File: config.mk
export PLATFORM = sky130hd
export DESIGN_NAME = sample_fifo_irq
export DESIGN_NICKNAME = d
export VERILOG_FILES = /design/src/rtl/sfq_pkg.sv /design/src/rtl/sfq_rst_sync.sv /design/src/rtl/sfq_store.sv /design/src/rtl/sfq_flags.sv /design/src/rtl/sample_fifo_irq.sv
export SDC_FILE = /design/constraint.sdc
export NUM_CORES = 1
export LEC_CHECK = 0
export ABC_CLOCK_PERIOD_IN_PS = 3500
export BUFFER_PORTS_ARGS = -buffer_cell sky130_fd_sc_hd__buf_2
export CAP_MARGIN = 20
export CORE_MARGIN = 4
export CORE_UTILIZATION = 35
export DETAILED_ROUTE_END_ITERATION = 8
export HOLD_SLACK_MARGIN = 0.03
export SYNTH_ARGS = -nofsm -noshare
export SYNTH_HDL_FRONTEND = slang
export SYNTH_SLANG_ARGS = --single-unit
File: constraint.sdc
create_clock -name clk -period 3.5 [get_ports clk]
set_input_delay 0.7 -clock clk [delete_from_list [all_inputs] [get_ports clk]]
set_output_delay 0.7 -clock clk [all_outputs]
set_load 0.05 [all_outputs]
File: src/rtl/sfq_pkg.sv
package sfq_pkg;

  localparam int NUM_FLAGS = 5;
  localparam int FLG_OVR   = 0;
  localparam int FLG_UDR   = 1;
  localparam int FLG_THR   = 2;
  localparam int FLG_PSAT  = 3;
  localparam int FLG_NSAT  = 4;

  // Watermark menu: 1, then doubling from 4; clipped to the queue depth.
  function automatic int thr_level(input logic [1:0] sel, input int depth);
    int lvl;
    if (sel == 2'd0) lvl = 1;
    else             lvl = 2 << sel;
    if (lvl > depth) lvl = depth;
    return lvl;
  endfunction

endpackage

File: src/rtl/sfq_rst_sync.sv
module sfq_rst_sync (
  input  logic clk,
  input  logic rst_n,
  output logic rst_sn
);

  logic [1:0] sync_q;

  always_ff @(posedge clk or negedge rst_n) begin
    if (!rst_n) sync_q <= 2'b00;
    else        sync_q <= {sync_q[0], 1'b1};
  end

  assign rst_sn = sync_q[1];

endmodule

File: src/rtl/sfq_store.sv
module sfq_store #(
  parameter  int DATA_W = 26,
  parameter  int DEPTH  = 32,
  localparam int AW     = (DEPTH > 1) ? $clog2(DEPTH) : 1,
  localparam int CNT_W  = $clog2(DEPTH + 1)
) (
  input  logic              clk,
  input  logic              rst_n,
  input  logic              push_en,
  input  logic              pop_en,
  input  logic [DATA_W-1:0] wr_data,
  output logic [DATA_W-1:0] rd_data,
  output logic [CNT_W-1:0]  count
);

  logic [DATA_W-1:0] mem [DEPTH];
  logic [AW-1:0]     wp_q, wp_d, rp_q, rp_d;
  logic [CNT_W-1:0]  cnt_q, cnt_d;
  logic [DATA_W-1:0] rdat_q, rdat_d;

  function automatic logic [AW-1:0] ptr_inc(input logic [AW-1:0] p);
    return (p == AW'(DEPTH - 1)) ? '0 : p + 1'b1;
  endfunction

  // Next-state
  always_comb begin
    wp_d   = wp_q;
    rp_d   = rp_q;
    cnt_d  = cnt_q;
    rdat_d = rdat_q;
    if (push_en) wp_d = ptr_inc(wp_q);
    if (pop_en) begin
      rp_d   = ptr_inc(rp_q);
      rdat_d = mem[rp_q];
    end
    case ({push_en, pop_en})
      2'b10:   cnt_d = cnt_q + 1'b1;
      2'b01:   cnt_d = cnt_q - 1'b1;
      default: cnt_d = cnt_q;
    endcase
  end

  // Registers
  always_ff @(posedge clk or negedge rst_n) begin
    if (!rst_n) begin
      wp_q   <= '0;
      rp_q   <= '0;
      cnt_q  <= '0;
      rdat_q <= '0;
    end else begin
      wp_q   <= wp_d;
      rp_q   <= rp_d;
      cnt_q  <= cnt_d;
      rdat_q <= rdat_d;
    end
  end

  // Storage array, written only when enabled
  always_ff @(posedge clk) begin
    if (push_en) mem[wp_q] <= wr_data;
  end

  assign rd_data = rdat_q;
  assign count   = cnt_q;

endmodule

File: src/rtl/sfq_flags.sv
module sfq_flags #(
  parameter int NF = 5
) (
  input  logic          clk,
  input  logic          rst_n,
  input  logic [NF-1:0] set_evt,
  input  logic [NF-1:0] clr,
  input  logic [NF-1:0] mask,
  output logic [NF-1:0] status,
  output logic          irq
);

  logic [NF-1:0] flag_q, flag_d;

  for (genvar i = 0; i < NF; i++) begin : g_bit
    // set dominates clear
    assign flag_d[i] = set_evt[i] | (flag_q[i] & ~clr[i]);
  end

  always_ff @(posedge clk or negedge rst_n) begin
    if (!rst_n) flag_q <= '0;
    else        flag_q <= flag_d;
  end

  assign status = flag_q;
  assign irq    = |(flag_q & ~mask);

endmodule

File: src/rtl/sample_fifo_irq.sv
module sample_fifo_irq
  import sfq_pkg::*;
#(
  parameter  int DATA_W = 26,
  parameter  int DEPTH  = 32,
  localparam int CNT_W  = $clog2(DEPTH + 1)
) (
  input  logic                 clk,
  input  logic                 rst_n,
  input  logic                 wr_valid,
  input  logic [DATA_W-1:0]    wr_data,
  input  logic                 rd_req,
  output logic [DATA_W-1:0]    rd_data,
  output logic [CNT_W-1:0]     fill_level,
  input  logic [1:0]           thr_sel,
  input  logic                 sat_pos_evt,
  input  logic                 sat_neg_evt,
  input  logic [NUM_FLAGS-1:0] flag_mask,
  input  logic [NUM_FLAGS-1:0] flag_clr,
  output logic [NUM_FLAGS-1:0] flag_status,
  output logic                 irq
);

  logic                 rst_sn;
  logic [CNT_W-1:0]     count;
  logic                 full, empty, pop_ok, push_ok;
  logic [CNT_W-1:0]     thr_lvl;
  logic [NUM_FLAGS-1:0] evt;

  sfq_rst_sync u_rst (
    .clk    (clk),
    .rst_n  (rst_n),
    .rst_sn (rst_sn)
  );

  assign full    = (count == CNT_W'(DEPTH));
  assign empty   = (count == '0);
  assign pop_ok  = rd_req & ~empty;
  assign push_ok = wr_valid & (~full | pop_ok);
  assign thr_lvl = CNT_W'(thr_level(thr_sel, DEPTH));

  always_comb begin
    evt           = '0;
    evt[FLG_OVR]  = wr_valid & full & ~rd_req;
    evt[FLG_UDR]  = rd_req & empty;
    evt[FLG_THR]  = (count >= thr_lvl);
    evt[FLG_PSAT] = sat_pos_evt;
    evt[FLG_NSAT] = sat_neg_evt;
  end

  sfq_store #(.DATA_W(DATA_W), .DEPTH(DEPTH)) u_store (
    .clk     (clk),
    .rst_n   (rst_sn),
    .push_en (push_ok),
    .pop_en  (pop_ok),
    .wr_data (wr_data),
    .rd_data (rd_data),
    .count   (count)
  );

  sfq_flags #(.NF(NUM_FLAGS)) u_flags (
    .clk     (clk),
    .rst_n   (rst_sn),
    .set_evt (evt),
    .clr     (flag_clr),
    .mask    (flag_mask),
    .status  (flag_status),
    .irq     (irq)
  );

  assign fill_level = count;

endmodule

Yosys cells after proc, flatten, opt, wreduce, memory -nomap -nowiden:

Memory sizes are Yosys's and may differ from the RTL's. A register that Yosys moved wholly into a read port is not among the register bits.
Index checks and enable logic that the tools add are counted.

* bits in registers: 23
* bits in latches: 0
* RAM bits: 832
* ROM bits: 0
* word-level logic and storage cells: 56
* memories kept: 1

* add/subtract/negate cells: 4
* multiply operators: 0
* div/mod/pow operators: 0
* order comparisons: 2
* eq/ne operators: 5
* shift operators: 1
* muxes and demuxes: 7
* bitwise gates (word level): 26
* reductions and logical operators: 5

Memory list
* u_store.mem: words 32, width 26, read ports 1, clocked after Yosys merged registers in 1, wr ports 1, RTL line sfq_store.sv:16 `logic [DATA_W-1:0] mem [DEPTH];`

Operator list (count)
* $gt 32x7->1 const B: 1
* $mux 32: 1
* $shl 2x2->32 const A: 1
* $pmux 6 s2: 1
* $add 5x1->5 const B: 2
* $and 1x1->1: 10
* $eq 5x5->1 const B: 2
* $mux 5: 2
* $not 1->1: 8
* $add 6x1->6 const B: 1
* $eq 6x6->1 const B: 1
* $ge 6x6->1: 1
* $logic_not 6->1: 1
* $mux 6: 1
* $or 1x1->1: 6
* $sub 6x1->6 const B: 1
* $and 5x5->5: 1
* $not 5->5: 1
* $reduce_or 5->1: 1
* $eq 2x1->1 const B: 1
* $eq 2x2->1 const B: 1
* $logic_not 2->1: 1
* $mux 1: 2
* $reduce_bool 2->1: 1
* $logic_not 1->1: 1

Depth between registers and ports, before layout:

* word-level depth: 7
* gate-level depth with buffers: 14

Modules after synthesis:

A second synthesis with hierarchy kept.

* cells, all modules: 1854
* area total of the unflattened synthesis: 34687.0 um^2

Modules (own cells, without submodules)
* sfq_store: instances 1, cells each 1811, area each 34261.6 um^2, sequential area each 26035.0 um^2
* sfq_flags: instances 1, cells each 20, area each 211.5 um^2, sequential area each 125.1 um^2
* sample_fifo_irq: instances 1, cells each 20, area each 160.2 um^2, sequential area each 0.0 um^2
* sfq_rst_sync: instances 1, cells each 3, area each 53.8 um^2, sequential area each 50.0 um^2

Least setup slack after synthesis:

OpenSTA, ideal clock, no wires.

* path kind: reg2reg
* start: reg u_store.cnt_q[1], in the netlist u_store.count[1]
* end: reg u_store.cnt_q[3], in the netlist u_store.count[3]
* setup time: 79 ps
* data arrival time: 3257 ps
* setup slack: 164 ps
* cell stages (with the launch flop): 13
* buffers on the path: 3
* cell sequence: dfrtp_1 -> buf_2 -> or4_4 -> o31ai_4 -> buf_2 -> inv_1 -> ha_1 -> clkbuf_1 -> and2_1 -> o21ai_0 -> a21oi_1 -> a311oi_1 -> xor2_1

* word-level cells in the longest chain between the ends: 7
* elaborated cells on any way between the ends: 13

Ends and longest elaborated chain
* from (decl): RTL line sfq_store.sv:18 `logic [CNT_W-1:0] cnt_q, cnt_d;`
* from (signal assigned): RTL line sfq_store.sv:53 `cnt_q <= cnt_d;`
* $logic_not 6->1 *: RTL line sample_fifo_irq.sv:37 `assign empty = (count == '0);`
* $not 1->1 *: RTL line sample_fifo_irq.sv:38 `assign pop_ok = rd_req & ~empty;`
* $and 1x1->1 *: RTL line sample_fifo_irq.sv:38
* via pop_ok: RTL line sample_fifo_irq.sv:26 `logic full, empty, pop_ok, push_ok;`
* $or 1x1->1: RTL line sample_fifo_irq.sv:39 `assign push_ok = wr_valid & (~full | pop_ok);`
* $and 1x1->1: RTL line sample_fifo_irq.sv:39
* $eq 2x1->1 / $eq 2x2->1 (equally long branches): RTL line sfq_store.sv:36 `case ({push_en, pop_en})`
* $pmux 6 s2 / $reduce_bool 2->1 (equally long branches)

Mark *: on every way through the listed nets, which the timed path passes. The rest lies on a longest branch.
A chain may end at the register's enable or synchronous reset.

Worst setup path in the final report:

* start: reg u_store.cnt_q[1], in the netlist u_store.count[1]
* end: reg u_store.cnt_q[3], in the netlist u_store.count[3]

* word-level cells in the longest chain between the ends: 7
* elaborated cells on any way between the ends: 13

Ends and longest elaborated chain (RTL line)
* $logic_not 6->1: sample_fifo_irq.sv:37
* $not 1->1: sample_fifo_irq.sv:38
* $and 1x1->1: sample_fifo_irq.sv:38
* $or 1x1->1: sample_fifo_irq.sv:39
* $and 1x1->1: sample_fifo_irq.sv:39
* $eq 2x1->1 / $eq 2x2->1 (equally long branches): sfq_store.sv:36
* $pmux 6 s2 / $reduce_bool 2->1 (equally long branches)

Parallel ways exist; a longest one is shown, timed or not.

==> impl_results.md <==
- Status: completed
- Seq/Total Area, Yosys: 75.56%
- Final hold vios: 0
- Rows: 115
- CP Data Arrival Time: 3.71 ns
- Hold Crit Class: reg2async
- Setup crit start kind: flip-flop
- Clock buffer depth: 3
- Antenna violations before repair: 2
- Pre-antenna DRT Iters: 5
- Cell taking the most area after synthesis: edfxtp_1
- Grt ovf: 0
- Final setup vio count: 0
- Root Buffer Master: clkbuf_16
- Slew headroom: 34.65%
- Highest clock rate: 318.0 MHz
- Final critical-path required period: 3.145 ns
- Crit. End Element: flip-flop
- Fill cells: 8732
- Worst Max-Slew Pin Slew: 0.9803 ns
- Post-Syn Area: 34690 µm²
- Leakage: 0.01416 µW
- WL per Instance: 24.79 µm
- Reg2Reg Depth: 10
- Dpl hpwl: 50050 µm
- Peak VDD IR: 0.5106 mV
- Post-route design area: 40580 µm²
- Mean Syn Cell Area: 18.01 µm²
- Area growth syn-to-layout: 17.00%
- Most used DFF post-synth: edfxtp_1
- CTS clk-pin slew, worst paths: 0.06 ns
- R2r setup slk: 0.36 ns
- Clk Latency, worst-skew pair: 0.64 ns
- WL final: 85520 µm
- Die height: 322.8 µm
- Tot GR Track Use: 16.14%
- Port Buffers: 81
- Cell variety after synth: 52
- DP Area: 37520 µm²
- Setup_tns: 0 ns
- Vias in the first global route: 18610
- Crit Path Category: reg2reg
- Reg-to-Reg End: u_store.count[3]
- Ys Warns: 0
- Vias: 18110
- Slew Limit Fails: 0
- Initial DRC count: 1546
- Starting Density: 35.24%
- Die width: 322.8 µm
- TritonCTS clock tree: done
- Share of cells above drive strength 1: 18.19%
- Top post-synthesis cells by area: edfxtp_1 (72%), mux2i_1 (12%), dfrtp_1 (3.5%)
- Clock skew: 0.01412 ns
- Synth Register Bits: 881
- DIE AREA: 104200 µm²
- RSZ-0062 raised after global routing: false
- EDFF count, synth: 832
- Reg2reg start: u_store.count[1]
- Max-cap violations: 0
- CP max FO: 7
- Drt via density: 5.249
- I/O Pins: 82
- Async SR Flop Fraction: 5.562%
- # DRC: 0
- Pwr Density: 739.4 nW/µm²
- CP Launch Point: u_store.count[1]
- Final GP Congestion: 0.7792
- H-tree depth: 3
- Synthesized Nets: 1984
- Post-route ant nets: 0
- CP required: 4.06 ns
- Nets: 2139
- Core Box Area: 98420 µm²
- Largest net degree at the start of global routing: 69
- Tcrit/Tclk final: 89.85%
- Worst setup path end: u_store.count[3]
- Tot Pwr: 30010 µW
- Syn Inst Count: 1926
- CTS sink cnt: 881
- First-pass GRT wire length: 124400 µm
- Num CTS Buffers: 91
- Synth top area share: 72.03%
==> metal layers <==
metal  up-vias  global-route usage [%]  share of wire (%)
met5         -                       0                  0
met3        92                   2.321                4.9
met4         0                   3.432                1.5
li1       8100                       -                  -
met2       482                   27.95                 50
met1      9434                   21.73                 44
==> cell usage in the layout (no fill, tap or decap), types with 3 or more instances in the layout <==
master / count
edfxtp_1: 832
mux2i_1: 416
a22oi_1: 105
clkbuf_16: 91
buf_2: 81
buf_4: 59
a21oi_1: 58
nand2_1: 52
a22o_1: 52
dfrtp_1: 47
a221oi_1: 43
buf_12: 40
nor2_4: 33
o22ai_1: 28
clkbuf_1: 25
o41ai_2: 16
clkinv_2: 16
ha_1: 14
clkbuf_8: 14
inv_1: 13
o21ai_0: 13
nor2_1: 10
o41ai_1: 10
a221oi_2: 9
clkinv_1: 9
bufinv_16: 7
xor2_1: 5
diode_2: 3
and3_1: 3
nand3b_1: 3
or3b_2: 3
nand3_1: 3
nor3_1: 3
xnor2_1: 3
clkinv_8: 3
inv_6: 3
==> registers in the layout, indices dropped and copies added (netlist names) <==
signal and count:
u_rst.sync_q 2, u_store.mem 832, u_store.wp_q 5, u_store.rp_q 5
u_flags.status 5, u_store.count 6, u_store.rd_data 26
==> stage by stage <==
| stage | instances | hold slack [ns] | util (%) | worst slack, ns |
|---|---|---|---|---|
| floorplan | 1926 | 0.3312 | - | 0.1639 |
| global placement | 3273 | 0.3359 | 38.12 | 0.5207 |
| detailed placement | 3273 | 0.3417 | 38.12 | 0.4472 |
| CTS | 3446 | 0.2062 | 41.21 | 0.4217 |
| global route | 3447 | 0.1141 | 41.23 | 0.1045 |
| finish | 3450 | 0.09491 | 41.23 | 0.3554 |
==> worst max-delay path: stages, from the launching register on <==
cell and delay (ns):
dfrtp_1 0.38, or4_4 0.58, nor4_2 0.21, nor2b_1 0.13
inv_2 0.12, ha_1 0.33, and3b_1 0.21, o21ai_0 0.42
a21oi_1 0.14, a311oi_1 0.36, xor2_1 0.18
==> Yosys cell counts, types with 2 or more instances <==
library cell,number
o41ai_2,16
buf_2,21
mux2i_1,416
nor2_1,43
and2_1,2
nand2b_1,4
xnor2_1,3
o21ai_0,13
buf_1,9
o41ai_1,10
o22ai_1,28
buf_6,14
mux2_2,2
a21oi_1,58
a22o_1,52
nor2b_1,4
nand3_1,3
ha_1,14
dfrtp_1,49
nand2_1,52
buf_8,2
a221oi_2,9
and3_1,3
or3b_2,3
a21o_1,2
nor3_1,3
a22oi_1,105
xor2_1,5
clkbuf_4,2
edfxtp_1,832
nand3b_1,3
a221oi_1,43
buf_4,20
inv_1,13
clkbuf_1,51
==> what timing repair did <==
item,in CTS,in global routing
endpoints found under the setup margin,0,0
gates resized for setup,0,0
setup buffers,0,0
hold buffers,1,0
endpoints found under the hold margin,2,0
==> where the power goes <==
group,internal (µW),switching [µW],total [µW]
registers,12300,464,12700
logic,2600,5070,7670
clock network,5650,3950,9610
total,20500,9490,30000
==> how the worst min path moves through the flow <==
stage | start | end | slack (ns) | cells after the start
global placement | u_rst.sync_q[0] | u_rst.sync_q[1] | 0.34 | 0
floorplan | u_rst.sync_q[0] | u_rst.sync_q[1] | 0.33 | 0
CTS | sat_neg_evt | u_flags.status[4] | 0.21 | 2
detailed placement | u_rst.sync_q[0] | u_rst.sync_q[1] | 0.34 | 0
global route | u_rst.sync_q[1] | u_flags.status[2] | 0.11 | 0
finish | u_rst.sync_q[1] | u_flags.status[2] | 0.09 | 0
==> cell type report <==
cell class	instances	area [µm²]	share of cell area [%]
well taps	1287	1610	3.968
diodes	3	7.507	0.01850
repair buffers	181	1659	4.088
clock buffers	130	2564	6.317
flip-flops and latches	881	26220	64.60
clock inverters	42	464.2	1.144
multi-input cells	912	8010	19.74
inverters	14	52.55	0.1295
==> kinds of logic (layout without fill, tap and decap cells) <==
group,count (synthesis),in the layout,share of synthesized area (%)
xor+xnor,8,8,0.2020
other cells,1,4,0.01081
mux,418,418,12.07
buf+inv,133,367,2.121
compound gates,345,345,7.889
simple gates,126,126,1.638
fa+ha+maj,14,14,0.5050
flops,881,881,75.56
Note: power is estimated with default switching activity, not from simulation.
